--- src/rtl/csla_pkg.sv ---
package csla_pkg;

    // Width of group idx, least significant group first.
    function automatic int grp_w(input int idx);
        case (idx)
            0: return 2;
            1: return 2;
            2: return 3;
            3: return 4;
            4: return 6;
            5: return 7;
            6: return 8;
            7: return 9;
            8: return 11;
            default: return 12;
        endcase
    endfunction

    // Number of groups for a supported total width.
    function automatic int grp_n(input int width);
        return (width > 32) ? 10 : 7;
    endfunction

    // Lowest bit position of group idx.
    function automatic int grp_lsb(input int idx);
        int acc;
        acc = 0;
        for (int k = 0; k < idx; k++) acc += grp_w(k);
        return acc;
    endfunction

endpackage

--- src/rtl/csla_rca.sv ---
module csla_rca #(
    parameter int N = 4
) (
    input  logic [N-1:0] op_x,
    input  logic [N-1:0] op_y,
    input  logic         c_in,
    output logic [N-1:0] s_out,
    output logic         c_out
);
    logic [N:0] chain;

    assign chain[0] = c_in;

    for (genvar i = 0; i < N; i++) begin : g_bit
        assign s_out[i]   = op_x[i] ^ op_y[i] ^ chain[i];
        assign chain[i+1] = (op_x[i] & op_y[i]) | (chain[i] & (op_x[i] ^ op_y[i]));
    end

    assign c_out = chain[N];
endmodule

--- src/rtl/csla_excess1.sv ---
module csla_excess1 #(
    parameter int N = 5
) (
    input  logic [N-1:0] src,
    output logic [N-1:0] dst
);
    // ones_below[i] is high when every bit under position i is one.
    logic [N:0] ones_below;

    assign ones_below[0] = 1'b1;

    for (genvar i = 0; i < N; i++) begin : g_bit
        assign ones_below[i+1] = ones_below[i] & src[i];
        assign dst[i]          = src[i] ^ ones_below[i];
    end
endmodule

--- src/rtl/csla_group.sv ---
module csla_group #(
    parameter int W = 4
) (
    input  logic [W-1:0] ga,
    input  logic [W-1:0] gb,
    input  logic         sel,
    output logic [W-1:0] gsum,
    output logic         gcarry,
    output logic [W-1:0] zero_sum,
    output logic         zero_c,
    output logic [W-1:0] one_sum,
    output logic         one_c
);
    csla_rca #(.N(W)) u_rca (
        .op_x  (ga),
        .op_y  (gb),
        .c_in  (1'b0),
        .s_out (zero_sum),
        .c_out (zero_c)
    );

    csla_excess1 #(.N(W + 1)) u_inc (
        .src ({zero_c, zero_sum}),
        .dst ({one_c, one_sum})
    );

    always_comb begin
        if (sel) begin
            gsum   = one_sum;
            gcarry = one_c;
        end else begin
            gsum   = zero_sum;
            gcarry = zero_c;
        end
    end
endmodule

--- src/rtl/csla_sqrt.sv ---
module csla_sqrt #(
    parameter int WIDTH = 64
) (
    input  logic [WIDTH-1:0] a,
    input  logic [WIDTH-1:0] b,
    input  logic             cin,
    output logic [WIDTH-1:0] sum,
    output logic             cout
);
    import csla_pkg::*;

    localparam int NG = grp_n(WIDTH);

    // grp_c[g] is the carry entering group g; grp_c[NG] leaves the adder.
    logic [NG:0]      grp_c;
    logic [WIDTH-1:2] z_sum;
    logic [WIDTH-1:2] o_sum;
    logic [NG-1:1]    z_c;
    logic [NG-1:1]    o_c;

    assign grp_c[0] = cin;

    for (genvar g = 0; g < NG; g++) begin : g_grp
        localparam int LSB = grp_lsb(g);
        localparam int W   = grp_w(g);
        if (g == 0) begin : g_ripple
            csla_rca #(.N(W)) u_rca (
                .op_x  (a[LSB +: W]),
                .op_y  (b[LSB +: W]),
                .c_in  (grp_c[0]),
                .s_out (sum[LSB +: W]),
                .c_out (grp_c[1])
            );
        end else begin : g_select
            csla_group #(.W(W)) u_grp (
                .ga       (a[LSB +: W]),
                .gb       (b[LSB +: W]),
                .sel      (grp_c[g]),
                .gsum     (sum[LSB +: W]),
                .gcarry   (grp_c[g+1]),
                .zero_sum (z_sum[LSB +: W]),
                .zero_c   (z_c[g]),
                .one_sum  (o_sum[LSB +: W]),
                .one_c    (o_c[g])
            );
        end
    end

    assign cout = grp_c[NG];
endmodule


--- config.mk ---
export PLATFORM = sky130hd
export DESIGN_NAME = csla_sqrt
export DESIGN_NICKNAME = d
export VERILOG_FILES = /design/src/rtl/csla_pkg.sv /design/src/rtl/csla_rca.sv /design/src/rtl/csla_excess1.sv /design/src/rtl/csla_group.sv /design/src/rtl/csla_sqrt.sv
export SDC_FILE = /design/constraint.sdc
export NUM_CORES = 1
export LEC_CHECK = 0
export ABC_AREA = 1
export ABC_CLOCK_PERIOD_IN_PS = 8230
export CAP_MARGIN = 10
export CORE_MARGIN = 1.5
export CORE_UTILIZATION = 37
export DETAILED_ROUTE_END_ITERATION = 10
export GPL_ROUTABILITY_DRIVEN = 0
export PLACE_DENSITY = 0.85
export SYNTH_ARGS = -nofsm -noshare
export SYNTH_HDL_FRONTEND = slang
export SYNTH_HIERARCHICAL = 1
export SYNTH_SLANG_ARGS = --single-unit
--- constraint.sdc ---
create_clock -name vclk -period 8.23
set_input_delay 1.646 -clock vclk [all_inputs]
set_output_delay 1.646 -clock vclk [all_outputs]
set_load 0.1 [all_outputs]
==> results.toml <==
[global_route]
antenna_found_initial = 0
grt_pass1_wl_microns = 18700
use_met1_pct = 22.5
grt_pass1_vias = 4219
grt_max_degree = 14
use_met2_pct = 50.1
grt-busiest-layer = "met2"
grt_use_met3_pct = 4.43
overflow = 0
grt_usage_pct = 23.5

[die]
die_x_microns = 99.7
die_y_microns = 99.7
start_util_pct = 37.8
io_pins = 194
die_area_sq_um = 9930
rows = 35
core_sq_um = 9150

[sta]
fin_crit_ps = 8610
hold_viol = 0
timing.hold.ws_ps = 3950
rsz0062_at_grt = "true"
relSlewSlack_pct = 32.2
fmax_ghz = 0.116
maxSlewViolCount = 0
min_period_over_period_pct = 105
setup_viol = 13
layout_setup_ws_ps = -376
tightestPinTransition_ps = 1010

[drt]
drt-wirelength-per-cell_microns = 14.6
drc_errors = 0
drtIter0Drc = 64
via_per_inst = 4.64
dr.pass1.iters = 4
ant_nets = 0
routed_wl_microns = 12000
vias = 3815

[critical_path]
start_kind = "input pin"
crit_fanout = 2
required_ps = 6580
cp.arrival_ps = 6960
cp-end-kind = "output port"
crit_type = "input pin to output port"

[yosys]
syn_inst = 506
ys_types = 8
synth_warnings = 6
netlist_area_sq_um = 3460
syn_area_per_cell_sq_um = 6.83
synth_fp_nets = 752
ys_seq_area_share_pct = 0

[final_layout]
drive_gt1_share_pct = 26.2
seqCellArea_sq_um = 0
design_area_sq_um = 6600
final_common_cell = "nand2_1"
n_fill_cell = 579
areaGrowthSynthToFinish_pct = 90.8
final_cell_mix = "197 x nand2_1, 129 x clkdlybuf4s50_1, 107 x inv_1"
clockBufferCount = 0
fin_nets = 959
seq_cell_count = 0
diodes = 0

[power_and_ir_drop]
power_leakage_nw = 3.47
power_density_nw_per_um2 = 309
ir_drop_mv = 0.292

[place]
place_area_sq_um = 6200
dpl.hpwl_microns = 9780
io_buffers = 194
pre_cts_ws_ps = -796

[job]
cap_violations = 0

[min_path]
hold_path_depth = 5
hp-class = "input pin to output port"
worstHoldStart = "b[52]"
min_to = "sum[52]"

[clock_tree]
holdBufCountCts = 0

[run_status]
violations = "setup timing"
status = "finished, violations left"
[critical path: stages]
cell	delay, ps
buf_6	90
fa_2	350
inv_2	70
fa_2	200
inv_2	40
fa_2	350
fa_2	370
fa_2	380
fa_2	380
fa_2	380
fa_2	380
fa_2	390
fa_2	380
fa_2	360
inv_2	60
fa_1	420
inv_2	120
ha_4	150
nand2_1	70
nand2_2	80
nand2_4	70
nand2_8	60
buf_12	170
[power breakdown]
group          switching (mW)  total (mW)  internal [mW]
clock network               0           0              0
logic                    1.37        2.04          0.667
registers                   0           0              0
total                    1.37        2.04          0.667
[area by class of cell]
| type | count | area [sq um] | share of cell area (%) |
|---|---|---|---|
| repair buffers | 213 | 2520 | 38.2 |
| inverters | 132 | 498 | 7.55 |
| multi-input cells | 366 | 3440 | 52.2 |
| well taps | 111 | 139 | 2.11 |
[per-layer routing]
layer  up-vias  wire (microns)  share of wire [%]
li1       1835               -                  -
met1      1800            3960                 33
met2       158            6980                 58
met3        22             784                6.5
met4         0             306                2.5
met5         -               0                  0
[cell families after synthesis]
logic type                 synth area share (%)
and+or+nand+nor                            26.1
adders and majority gates                  56.2
other                                     0.977
buffers and inverters                      16.7
[stage by stage]
step           utilization [%]  TNS [ps]  std cells  power, mW
6_report                  72.1     -3210        822       2.04
4_1_cts                   70.7     -5900        820       2.00
5_1_grt                   72.1     -5630        822       2.12
3_3_place_gp              67.7     -7970        816       1.88
3_5_place_dp              67.7    -11040        816       1.92
2_1_floorplan                -         0        506       1.29
[how the worst max path moves through the flow]
stage | from | to | slack, ps | cells past startpoint
3_3_place_gp | a[52] | cout | -640 | 24
5_1_grt | b[52] | cout | -540 | 23
4_1_cts | b[41] | sum[59] | -480 | 28
2_1_floorplan | a[52] | cout | 7 | 22
3_5_place_dp | a[52] | cout | -800 | 24
6_report | b[52] | cout | -380 | 23
[Yosys cell counts, drive strengths merged]
| cell type | n | area, sq um |
|---|---|---|
| nand2 | 240 | 901 |
| inv | 132 | 495 |
| fa | 64 | 1280 |
| ha | 53 | 663 |
| conb | 9 | 33.8 |
| buf | 8 | 82.6 |
[timing repair]
item	in CTS	in global routing
setup endpoints to repair	24	33
gates cloned	1	1
resized for setup	61	57
hold endpoints to repair	0	0
pin swaps	29	40
buffers inserted	3	5
No activity file was read; power rests on OpenSTA's default activity.
